$ cat src/rtl/spi_hold_pkg.sv
package spi_hold_pkg;
  localparam int BYTE_W = 8;
  localparam int OP_W   = 4;
  localparam int SEL_W  = 2;
  localparam int CNT_W  = $clog2(BYTE_W);

  typedef enum logic [2:0] {
    ST_IDLE, ST_ADDR, ST_INSTR, ST_DATA, ST_READ, ST_SKIP
  } spiState_t;

  typedef struct packed {
    logic shiftIn;   // take one SI bit
    logic launch;    // present next SO bit
    logic clear;     // deselected: reset counters
    logic hold;      // transfer paused
    logic emitCmd;   // instruction byte complete
    logic emitData;  // write data byte complete
  } spiCtl_t;
endpackage

$ cat src/rtl/spi_hold_ctrl.sv
module spi_hold_ctrl
  import spi_hold_pkg::*;
#(
  parameter int                SYNC_STAGES = 2,
  parameter logic [6:0]        ADDR_HI     = 7'h28,
  parameter logic [OP_W-1:0]   RD_OPCODE   = 4'h9
) (
  input  logic              clk,
  input  logic              rstN,
  input  logic              sckIn,
  input  logic              csN,
  input  logic              siIn,
  input  logic              holdN,
  input  logic              addrStrap,
  input  logic [BYTE_W-1:0] rxNext,
  input  logic              byteDone,
  output spiCtl_t           ctl,
  output logic              siBit
);
  logic [SYNC_STAGES-1:0] sckPipe, csPipe, siPipe, holdPipe;
  logic sckS, csS, holdS;
  logic sckPrev, csPrev, paused;
  logic sckRise, sckFall, csFall, live, done;
  spiState_t state, stateNext;

  assign sckS  = sckPipe[SYNC_STAGES-1];
  assign csS   = csPipe[SYNC_STAGES-1];
  assign holdS = holdPipe[SYNC_STAGES-1];
  assign siBit = siPipe[SYNC_STAGES-1];

  assign sckRise = sckS & ~sckPrev;
  assign sckFall = ~sckS & sckPrev;
  assign csFall  = ~csS & csPrev;
  assign live    = ~csS & ~paused;

  always_ff @(posedge clk or negedge rstN) begin
    if (!rstN) begin
      sckPipe  <= '0;
      csPipe   <= '0;   // low: a held-low CS never shows a falling edge
      siPipe   <= '0;
      holdPipe <= '1;
      sckPrev  <= 1'b0;
      csPrev   <= 1'b0;
      paused   <= 1'b0;
      state    <= ST_IDLE;
    end else begin
      sckPipe  <= {sckPipe[SYNC_STAGES-2:0], sckIn};
      csPipe   <= {csPipe[SYNC_STAGES-2:0], csN};
      siPipe   <= {siPipe[SYNC_STAGES-2:0], siIn};
      holdPipe <= {holdPipe[SYNC_STAGES-2:0], holdN};
      sckPrev  <= sckS;
      csPrev   <= csS;
      if (csS)       paused <= 1'b0;
      else if (!sckS) paused <= ~holdS;
      state    <= stateNext;
    end
  end

  always_comb begin
    ctl          = '0;
    ctl.clear    = csS;
    ctl.hold     = paused;
    ctl.shiftIn  = live & sckRise &
                   (state == ST_ADDR || state == ST_INSTR || state == ST_DATA);
    ctl.launch   = live & sckFall & (state == ST_READ);
    done         = ctl.shiftIn & byteDone;
    ctl.emitCmd  = done & (state == ST_INSTR);
    ctl.emitData = done & (state == ST_DATA);
  end

  always_comb begin
    stateNext = state;
    if (csS) begin
      stateNext = ST_IDLE;
    end else begin
      unique case (state)
        ST_IDLE:  if (csFall) stateNext = ST_ADDR;
        ST_ADDR:  if (done)
                    stateNext = (rxNext == {ADDR_HI, addrStrap}) ? ST_INSTR : ST_SKIP;
        ST_INSTR: if (done)
                    stateNext = (rxNext[BYTE_W-1 -: OP_W] == RD_OPCODE) ? ST_READ : ST_DATA;
        default:  stateNext = state;
      endcase
    end
  end

  AST_ARMED_BY_FALL: assert property (@(posedge clk) disable iff (!rstN)
    (state == ST_IDLE && !csFall) |=> (state == ST_IDLE));
  AST_SKIP_STAYS: assert property (@(posedge clk) disable iff (!rstN)
    (state == ST_SKIP) |=> (state == ST_SKIP || state == ST_IDLE));
  AST_HOLD_SCK_LOW: assert property (@(posedge clk) disable iff (!rstN)
    (!$stable(paused) && !$past(csS) && !csS) |-> !$past(sckS));
endmodule

$ cat src/rtl/spi_hold_dp.sv
module spi_hold_dp
  import spi_hold_pkg::*;
(
  input  logic              clk,
  input  logic              rstN,
  input  spiCtl_t           ctl,
  input  logic              siBit,
  input  logic [BYTE_W-1:0] rdData,
  output logic [BYTE_W-1:0] rxNext,
  output logic              byteDone,
  output logic              soOut,
  output logic              soEn,
  output logic              cmdValid,
  output logic [OP_W-1:0]   cmdOpcode,
  output logic [SEL_W-1:0]  cmdSel,
  output logic              dataValid,
  output logic [BYTE_W-1:0] dataByte
);
  logic [CNT_W-1:0]  bitCnt, outCnt;
  logic [BYTE_W-1:0] rxShift, outShift;
  logic              soActive;

  assign rxNext   = {rxShift[BYTE_W-2:0], siBit};
  assign byteDone = (bitCnt == CNT_W'(BYTE_W-1));
  assign soOut    = outShift[BYTE_W-1];
  assign soEn     = soActive & ~ctl.hold & ~ctl.clear;

  always_ff @(posedge clk or negedge rstN) begin
    if (!rstN) begin
      bitCnt   <= '0;
      rxShift  <= '0;
    end else if (ctl.clear) begin
      bitCnt   <= '0;
    end else if (ctl.shiftIn) begin
      bitCnt   <= bitCnt + 1'b1;
      rxShift  <= rxNext;
    end
  end

  always_ff @(posedge clk or negedge rstN) begin
    if (!rstN) begin
      outCnt   <= '0;
      outShift <= '0;
      soActive <= 1'b0;
    end else if (ctl.clear) begin
      outCnt   <= '0;
      soActive <= 1'b0;
    end else if (ctl.launch) begin
      outCnt   <= outCnt + 1'b1;
      soActive <= 1'b1;
      outShift <= (outCnt == '0) ? rdData : {outShift[BYTE_W-2:0], 1'b0};
    end
  end

  always_ff @(posedge clk or negedge rstN) begin
    if (!rstN) begin
      cmdValid  <= 1'b0;
      dataValid <= 1'b0;
      cmdOpcode <= '0;
      cmdSel    <= '0;
      dataByte  <= '0;
    end else begin
      cmdValid  <= ctl.emitCmd;
      dataValid <= ctl.emitData;
      if (ctl.emitCmd) begin
        cmdOpcode <= rxNext[BYTE_W-1 -: OP_W];
        cmdSel    <= rxNext[BYTE_W-OP_W-1 -: SEL_W];
      end
      if (ctl.emitData) dataByte <= rxNext;
    end
  end

  AST_CMD_SINGLE: assert property (@(posedge clk) disable iff (!rstN)
    cmdValid |=> !cmdValid);
  AST_DATA_SINGLE: assert property (@(posedge clk) disable iff (!rstN)
    dataValid |=> !dataValid);
  AST_HOLD_FREEZE: assert property (@(posedge clk) disable iff (!rstN)
    (ctl.hold && !ctl.clear) |=> $stable(bitCnt));
  AST_SO_ON_FALL_ONLY: assert property (@(posedge clk) disable iff (!rstN)
    (soEn && $past(soEn) && !$past(ctl.launch)) |-> $stable(soOut));
endmodule

$ cat src/rtl/spi_hold_slave.sv
module spi_hold_slave
  import spi_hold_pkg::*;
#(
  parameter int              SYNC_STAGES = 2,
  parameter logic [6:0]      ADDR_HI     = 7'h28,
  parameter logic [3:0]      RD_OPCODE   = 4'h9
) (
  input  logic       clk,
  input  logic       rstN,
  input  logic       addrStrap,
  input  logic       sckIn,
  input  logic       csN,
  input  logic       siIn,
  input  logic       holdN,
  input  logic [7:0] rdData,
  output logic       soOut,
  output logic       soEn,
  output logic       cmdValid,
  output logic [3:0] cmdOpcode,
  output logic [1:0] cmdSel,
  output logic       dataValid,
  output logic [7:0] dataByte
);
  spiCtl_t           ctl;
  logic              siBit, byteDone;
  logic [BYTE_W-1:0] rxNext;

  spi_hold_ctrl #(
    .SYNC_STAGES(SYNC_STAGES), .ADDR_HI(ADDR_HI), .RD_OPCODE(RD_OPCODE)
  ) u_ctrl (
    .clk(clk), .rstN(rstN), .sckIn(sckIn), .csN(csN), .siIn(siIn),
    .holdN(holdN), .addrStrap(addrStrap), .rxNext(rxNext),
    .byteDone(byteDone), .ctl(ctl), .siBit(siBit)
  );

  spi_hold_dp u_dp (
    .clk(clk), .rstN(rstN), .ctl(ctl), .siBit(siBit), .rdData(rdData),
    .rxNext(rxNext), .byteDone(byteDone), .soOut(soOut), .soEn(soEn),
    .cmdValid(cmdValid), .cmdOpcode(cmdOpcode), .cmdSel(cmdSel),
    .dataValid(dataValid), .dataByte(dataByte)
  );
endmodule

$ cat config.mk
export PLATFORM = sky130hd
export DESIGN_NAME = spi_hold_slave
export DESIGN_NICKNAME = d
export VERILOG_FILES = /design/src/rtl/spi_hold_pkg.sv /design/src/rtl/spi_hold_ctrl.sv /design/src/rtl/spi_hold_dp.sv /design/src/rtl/spi_hold_slave.sv
export SDC_FILE = /design/constraint.sdc
export NUM_CORES = 1
export LEC_CHECK = 0
export BUFFER_PORTS_ARGS = -buffer_cell sky130_fd_sc_hd__buf_2
export CORE_UTILIZATION = 55
export DETAILED_ROUTE_END_ITERATION = 10
export GPL_TIMING_DRIVEN = 1
export PLACE_DENSITY_LB_ADDON = 0.25
export SKIP_LAST_GASP = 1
export SYNTH_ARGS = -nofsm -noshare
export SYNTH_HDL_FRONTEND = slang
export SYNTH_HIERARCHICAL = 1
export SYNTH_SLANG_ARGS = --single-unit
$ cat constraint.sdc
create_clock -name clk -period 4.2 [get_ports clk]
set_clock_uncertainty 0.2 [all_clocks]
set_input_delay 1.05 -clock clk [delete_from_list [all_inputs] [get_ports clk]]
set_output_delay 1.05 -clock clk [all_outputs]
set_load 0.02 [all_outputs]
==> run metrics, run 1 <==
WL/cell 13.40 um; Initial Util 58.56%; post-synth top area cell dfrtp_1; Post-Synthesis Cells 168; #FFs+latches synth 52; critical path type register to primary output; fin area 2439 um2; Worst EP required 2.95 ns; postcts setup bufs 0; Final Hold Violating Endpoints 0; met3 GRT Util 5.382%; Max-slew headroom 27.17%; EDFF count, synth 0; clk root buf clkbuf_8; vias in the first global route 1325; GRT met1 Usage 22.80%; detail-routed via count per cell 5.429; Max Slew Vio Count 0; Final setup viols 0; Worst Setup EP soEn; n_diodes 0; Netlist Area Pre-Place 2192 um2; IO Pins 33; IO buf count 32; post_cts resized 0; Initial DRC Count 71; ratio of cells with drive above 1 in the final layout 34.67%; core area 3744 um2; Layout area overhead 11.24%; CTS tree yes; Post-Place Cells 239; GR Overflow Total 0; Worst setup startpoint u_ctrl/csPipe[1]; FMAX 376.0 MHz; DRC viols 0; standard-cell rows 22; total clock sinks 52; Clock transition at path regs 0.09 ns; fin crit period 2.660 ns; Reg2Reg Depth 4; gr usage total 18.35%; FF-to-FF Start u_ctrl/csPipe[1]; Via Count 1341; WHS 0.1581 ns; busiest grt layer met2; syn nets 187; yosys warns 6; register area share after synthesis 59.47%; DRT Wirelength 3309 um; largest net degree at the start of global routing 53; Finished Layout Cells 247; Area contributors post-synth dfrtp_1, mux2_2, mux2i_1, nor2_1, dfstp_2; GRT met2 Usage 30.99%; worst reg2reg setup slack 1.66 ns; die width 65.13 um; count leader, synth dfrtp_1; H-tree Lvls 2; Post-synth top cells dfrtp_1, mux2_2, nor2_1; RSZ-0062 raised after global routing no; setup TNS 0 ns; area post-placement 2341 um2; initial antenna violation count 0; Worst Tran Pin Value 1.092 ns; clk buf depth 2; CP Cell Sequence nor3b_1 -> buf_2; Period Utilization, post-route 63.33%; top-area cell type share of the netlist area 57.08%; first-pass GRT wire length 5796 um; Routed Antenna Nets 0; Worst VDD drop 279.3 uV; die area 4242 um2; CTS Hold Bufs 0; status finished, final reports clean; critical path arrival 1.41 ns; total CTS buffers 5; worst r2r dst u_dp/dataByte[5]; post-DP HPWL 2389 um; max-cap violations 0; P_leak 1.243 nW; Final #Nets 217; Worst Hold Class register to register; slowest CP cell dfrtp_1; Pwr Density 353.7 nW/um2; clk_lat worst skew 0.29 ns; Die Y-Extent 65.13 um; Fillers 299; Cell variety after synth 33; asr flop ratio synth 100.0%; Critical Path Source Type register; DR pass1 iterations 4; CP peak stage delay 0.62 ns; Avg Inst Size Synth 13.05 um2; CP Capture Type primary output; Pwr Total 0.0008626 W; crit path max fanout 18; Placer Congestion 0.7711; Synth Flop Type dfrtp_1
## metrics by stage
stage	util, %	setup WS, ns
after floorplan	-	1.674
after global placement	62.53	1.779
after detailed placement	62.53	1.655
after CTS	65.14	1.519
after global routing	65.14	1.448
final	65.14	1.540
## layout by cell type, fill, tap and decap left out, types with 3 or more instances in the layout
cell type	count
mux2i_1	10
dfrtp_1	50
clkbuf_8	6
nand2_1	14
ha_1	4
nor2_1	19
o21ai_0	8
buf_2	32
xnor2_1	3
inv_1	3
nor4b_1	3
mux2_2	21
## critical path, delay by kind of cell, from the launching register on
| family | cells | cell delay (ns) |
|---|---|---|
| flip-flops | 1 | 0.62 |
| buffers and inverters | 1 | 0.20 |
| AND/OR/NAND/NOR | 1 | 0.29 |
## kinds of logic after synthesis
| logic type | count (synthesis) | share of synthesized area (%) |
|---|---|---|
| AOI/OAI and AO/OA | 15 | 4.624 |
| xor gates and xnor gates | 4 | 1.598 |
| adders and majority gates | 4 | 2.283 |
| buffers and inverters | 13 | 4.109 |
| DFF | 52 | 59.47 |
| muxes | 31 | 15.35 |
| and+or+nand+nor | 49 | 12.56 |
## state kept, by name (all words and copies together) (netlist names), 2 cells and up
name	cells
u_dp/outCnt	3
u_ctrl/csPipe	2
u_dp/rxShift	7
u_ctrl/holdPipe	2
u_ctrl/siPipe	2
u_dp/bitCnt	3
u_dp/cmdOpcode	4
u_ctrl/sckPipe	2
u_dp/outShift	8
u_ctrl/state	3
u_dp/cmdSel	2
u_dp/dataByte	8
## routing by layer
metal / part of all wire [%] / vias up
met4: 0.45 / 0
met5: 0 / -
met1: 45 / 662
li1: - / 636
met2: 50 / 41
met3: 4.5 / 2
## how the worst min path moves through the flow
stage                                  from                 to  slack (ns)  cells after the start
after floorplan            u_ctrl/csPipe[0]   u_ctrl/csPipe[1]        0.13                      0
after global placement     u_ctrl/csPipe[0]   u_ctrl/csPipe[1]        0.13                      0
after detailed placement   u_ctrl/csPipe[0]   u_ctrl/csPipe[1]        0.14                      0
after CTS                  u_ctrl/csPipe[0]   u_ctrl/csPipe[1]        0.16                      0
after global routing      u_ctrl/sckPipe[0]  u_ctrl/sckPipe[1]        0.17                      0
final                     u_ctrl/sckPipe[0]  u_ctrl/sckPipe[1]        0.16                      0
## where the power goes
group,switching (W),internal [W],leakage [nW]
clock,0.000153,0.000133,0.0434
sequential,0.0000189,0.000517,0.654
combinational,0.0000199,0.0000209,0.546
total,0.000191,0.000671,1.24
## cell type report
class | instances | area [um2] | share of cell area (%)
clock inverters | 2 | 15.01 | 0.6157
flip-flops and latches | 52 | 1304 | 53.46
well taps | 48 | 60.06 | 2.463
inverters | 3 | 11.26 | 0.4618
repair buffers | 33 | 167.7 | 6.875
clock buffers | 6 | 82.58 | 3.386
multi-input cells | 103 | 798.3 | 32.73
No activity file was read; power rests on OpenSTA's default activity.
==> inputs of run 2 (changes only) <==
Settings changed: ABC_AREA set to 1.
Clock period 4.2 ns to 2.8 ns, I/O delays scaled along.
==> run 2 against run 1 <==
Against the previous run:
- largest power group unchanged
- setup slack worse by 1.1 ns
- via count up 24%
- critical endpoint is now u_dp/dataByte[2]
- hold slack worse by 0.0030 ns
- non-clock buffer count grew 2
- first-iteration DRC count increased by 46%
==> run metrics, run 2 <==
post_cts resized 0; CP Capture Type register; slowest CP cell dfrtp_1; EDFF count, synth 0; delay-heaviest family, CP simple AND/OR/NAND/NOR gates; first-pass GRT wire length 6982 um; largest net degree at the start of global routing 30; FMAX 430.7 MHz; yosys warns 6; Pwr Density 533.3 nW/um2; fin crit period 2.322 ns; WHS 0.1551 ns; Area contributors post-synth dfrtp_1, nand2_1, nand3_1, inv_1, mux2_2; status finished, final reports clean; area occupied by multi-input gates 809.5 um2; detail-routed via count per cell 4.961; Die Y-Extent 66.93 um; total CTS buffers 5; Worst EP required 2.79 ns; Period Utilization, post-route 82.93%; #FFs+latches synth 52; postcts setup bufs 0; IO buf count 32; max-cap violations 0; DRT Wirelength 4094 um; standard-cell rows 23; Post-synth top cells nand2_1, dfrtp_1, inv_1; ratio of cells with drive above 1 in the final layout 24.65%; setup TNS 0 ns; Routed Antenna Nets 0; syn nets 268; Critical Path Source Type register; clk root buf clkbuf_8; CTS tree yes; n_diodes 0; Sequential Area 1304 um2; post-synth top area cell dfrtp_1; Worst Tran Pin Value 0.5569 ns; count leader, synth nand2_1; H-tree Lvls 2; Max-slew headroom 62.88%; Worst Path Buf+Inv 2; clk_lat worst skew 0.30 ns; Placer Congestion 0.8368; clk buf depth 2; Clock transition at path regs 0.09 ns; crit-path most repeated cell nand3_1; total clock sinks 52; DRC viols 0; Worst Hold Class register to register; P_leak 1.462 nW; critical path type register to register; RSZ-0062 raised after global routing no; die width 66.93 um; crit path max fanout 11; Final setup viols 0; Worst VDD drop 331.2 uV; Netlist Area Pre-Place 2318 um2; IO Pins 33; die area 4479 um2; Synth Flop Type dfrtp_1; vias in the first global route 1574; Layout area overhead 12.03%; CP Cell Sequence inv_1 -> nand3_1 -> nor2_4 -> nand3_1 -> nor3_1 -> buf_4 -> mux2_2; core area 4029 um2; WL/cell 12.26 um; Final Hold Violating Endpoints 0; gr usage total 21.23%; register area share after synthesis 56.23%; Via Count 1657; GR Overflow Total 0; Cell variety after synth 24; CP peak stage delay 0.53 ns; Fillers 346; Initial DRC Count 104; critical path arrival 2.31 ns; worst reg2reg setup slack 0.48 ns; commonest cells after routing, fill and taps aside nand2_1, dfrtp_1, inv_1, buf_2, nand3_1; DR pass1 iterations 4; CTS Hold Bufs 0; Final #Nets 302; top-area cell type share of the netlist area 53.97%; asr flop ratio synth 100.0%; Max Slew Vio Count 0; Largest regs u_dp/dataByte: 8 flops, u_dp/outShift: 8 flops, u_dp/rxShift: 7 flops; post-DP HPWL 2896 um; initial antenna violation count 0; Initial Util 57.55%; Post-Synthesis Cells 249; Avg Inst Size Synth 9.311 um2; commonest non-fill, non-tap cell in the layout nand2_1
==> run 2: changes by cell type in the layout (fill, tap and decap cells not counted), sizes merged, moves of 3 or more <==
cell,delta
a21oi,+7
nor4b,-4
nand3,+30
xnor2,-3
mux2,-10
nand2b,-3
nor3,+4
mux2i,-10
nand2,+49
inv,+35
==> run 2: metrics by stage <==
stage          util, %  worst slack, ns  power [W]  std cells  cell area, um2
2_1_floorplan        -           0.8149  0.0009434        249            2318
3_3_place_gp     62.45           0.5598  0.0009914        326            2516
3_5_place_dp     62.45           0.4987  0.0009956        326            2516
4_1_cts          64.47           0.4820   0.001405        334            2597
5_1_grt          64.47           0.2826   0.001463        334            2597
6_report         64.47           0.4780   0.001385        334            2597
==> run 2: final timing paths <==
path	start	end	cells after the start
max	u_ctrl/csPipe[1]	u_dp/dataByte[2]	7
min	u_ctrl/siPipe[0]	u_ctrl/siPipe[1]	0
max reg2reg	u_ctrl/csPipe[1]	u_dp/dataByte[2]	7
min reg2reg	u_ctrl/siPipe[0]	u_ctrl/siPipe[1]	0
max in group asynchronous	rstN	u_dp/dataByte[5]	2
min in group asynchronous	rstN	u_dp/cmdOpcode[3]	1
==> run 2: power breakdown <==
part | switching (W) | leakage [nW] | internal, W
clock | 0.000229 | 0.0422 | 0.000176
combinational | 0.0000890 | 0.759 | 0.0000537
sequential | 0.0000386 | 0.661 | 0.000799
total | 0.000357 | 1.46 | 0.00103
==> run 2: layout make-up <==
cell class,count,share of cell area [%]
tap,50,2.408
inverter,38,5.588
clock inverter,1,0.1927
clock buffer,7,2.938
sequential,52,50.19
timing repair buffer,35,7.514
multi-input combinational,151,31.17
==> run 2: routing by layer <==
layer	vias up	GRT usage, %	share of wire [%]
met2	29	33.46	47
met1	772	28.51	49
met5	-	0	0
met3	4	5.822	3.7
met4	0	6.117	0.66
li1	852	-	-
==> run 2: kinds of logic (layout without fill, tap and decap cells) <==
logic type / after synthesis / after routing / synth area share (%)
compound gates: 15 / 15 / 3.994
fa+ha+maj: 4 / 4 / 2.159
buf+inv: 46 / 81 / 8.850
flops: 52 / 52 / 56.23
mux: 11 / 11 / 5.343
simple gates: 121 / 121 / 23.42
==> inputs of run 3 (changes only) <==
Settings changed: ABC_AREA 1 to 0, CORE_UTILIZATION 55 to 50.
Clock period 2.8 ns to 2.1 ns, I/O delays scaled along.
==> run 3 against run 2 <==
Against the previous run:
- cell count down 23%
- sequential share of layout area up 1.6 points
- global-route usage decreased by 2.8 points
- highest routed layer unchanged
- critical path type is now register to primary output
- sequential cell count is the same
- non-clock buffer count increased by 6
==> run metrics, run 3 (synthesis gave the netlist of run 1 again) <==
area post-placement 2415 um2; vias in the first global route 1419; DR pass1 iterations 4; clk root buf clkbuf_8; clock network power share 31.9%; WL/cell 14.23 um; DRC viols 0; Pwr Density 681.9 nW/um2; sequential power share 62.3%; FF-to-FF Start u_ctrl/paused; detail-routed via count per cell 5.198; Routed Antenna Nets 0; post-DP HPWL 2738 um; postcts setup bufs 0; clk buf depth 2; commonest cells after routing, fill and taps aside dfrtp_1, buf_2, mux2_2, nor2_1, nand2_1; P_leak 1.288 nW; Die Y-Extent 68.22 um; n_diodes 0; first-pass GRT wire length 6106 um; internal power 0.001321 W; IO Pins 33; Largest regs u_dp/dataByte: 8 flops, u_dp/outShift: 8 flops, u_dp/rxShift: 7 flops; fin crit period 1.996 ns; crit path max fanout 17; sw power 0.0003965 W; standard-cell rows 23; Worst EP required 1.37 ns; DRT Wirelength 3657 um; worst reg2reg setup slack 0.12 ns; clk_lat worst skew 0.31 ns; worst r2r dst u_dp/dataByte[5]; fin area 2519 um2; final core occ 61.20%; Comb pwr share 5.7%; die width 68.22 um; critical path type register to primary output; GR Overflow Total 0; gr usage total 18.39%; Clock transition at path regs 0.08 ns; Post-Place Cells 248; Initial DRC Count 42; hold path start holdN; RSZ-0062 raised after global routing yes; Final Hold Violating Endpoints 0; Final #Nets 225; FMAX 501.1 MHz; max-cap violations 0; Final setup viols 0; Placer Congestion 0.7280; Reg2Reg Depth 5; Worst Tran Pin Value 0.3353 ns; WHS Endpoint u_ctrl/holdPipe[0]; CP Capture Type primary output; IO buf count 32; initial antenna violation count 0; slowest CP cell dfrtp_1; CP peak stage delay 0.41 ns; Layout area overhead 14.90%; total CTS buffers 5; ratio of cells with drive above 1 in the final layout 37.20%; hold depth 1; Worst Hold Class input port to register; total clock sinks 52; Max-slew headroom 77.33%; Initial Util 53.27%; core area 4115 um2; Max Slew Vio Count 0; CTS tree yes; Period Utilization, post-route 95.02%; Via Count 1336; commonest non-fill, non-tap cell in the layout dfrtp_1; critical path arrival 1.27 ns; CP Cell Sequence buf_4 -> nor3b_2 -> buf_2; status finished, final reports clean; Finished Layout Cells 257; setup TNS 0 ns; largest net degree at the start of global routing 29; WHS 0.1162 ns; Worst VDD drop 507.5 uV; Critical Path Source Type register; Sw Share 23.09%; H-tree Lvls 2; die area 4653 um2
==> run 3: cell count changes in the layout (fill, tap and decap cells not counted), sizes merged, moves of 5 or more <==
cell and delta:
nand2 -49, inv -35, nand3 -30, mux2 +10
mux2i +10, a21oi -7, buf +5
==> run 3: how the worst max path moves through the flow <==
| stage | end | slack [ns] | cells after the start | startpoint |
|---|---|---|---|---|
| floorplan | u_dp/rxShift[0] | 0.06 | 6 | u_ctrl/csPipe[1] |
| global placement | u_dp/dataByte[6] | 0.18 | 5 | u_ctrl/paused |
| detailed placement | u_dp/dataByte[3] | 0.16 | 5 | u_ctrl/paused |
| CTS | soEn | 0.03 | 3 | u_ctrl/csPipe[1] |
| global route | u_dp/dataByte[3] | -0.007 | 5 | u_ctrl/paused |
| finish | soEn | 0.10 | 3 | u_ctrl/csPipe[1] |
==> run 3: metrics by stage <==
step           worst slack (ns)  total power (W)
2_1_floorplan           0.06337         0.001133
3_3_place_gp             0.1770         0.001180
3_5_place_dp             0.1550         0.001189
4_1_cts                 0.02781         0.001744
5_1_grt               -0.006729         0.001794
6_report                 0.1045         0.001718
==> run 3: routing by layer <==
layer / up-vias / GRT usage, % / wire (um) / share of wire [%]
li1: 646 / - / - / -
met1: 656 / 21.43 / 1655 / 45
met4: 0 / 9.375 / 73 / 2.0
met5: - / 0 / 0 / 0
met2: 28 / 30.76 / 1777 / 49
met3: 6 / 5.167 / 151 / 4.1
==> run 3: final cells by class <==
class	count	area [um2]
sequential	52	1304
clock buffer	6	72.57
multi-input combinational	103	809.5
inverter	3	11.26
tap	50	62.56
timing repair buffer	41	242.7
fill	340	1597
clock inverter	2	16.27
==> run 3: power groups by stage <==
stage	clock network, W	registers, W	logic [W]
6_report	0.000548	0.00107	0.0000986
5_1_grt	0.000606	0.00108	0.000113
4_1_cts	0.000573	0.00107	0.000102
3_5_place_dp	0	0.00109	0.0000997
3_3_place_gp	0	0.00109	0.0000936
2_1_floorplan	0	0.00108	0.0000558
==> run 3: what timing repair did <==
item / CTS / global route
setup endpoints to repair: 0 / 1
hold buffers: 1 / 0
resized for setup: 0 / 1
hold endpoints to repair: 9 / 0
==> run 3: critical path, delay by kind of cell, from the launching register on <==
| kind | cells | cell delay (ns) |
|---|---|---|
| buffers and inverters | 2 | 0.39 |
| and+or+nand+nor | 1 | 0.17 |
| DFF | 1 | 0.41 |
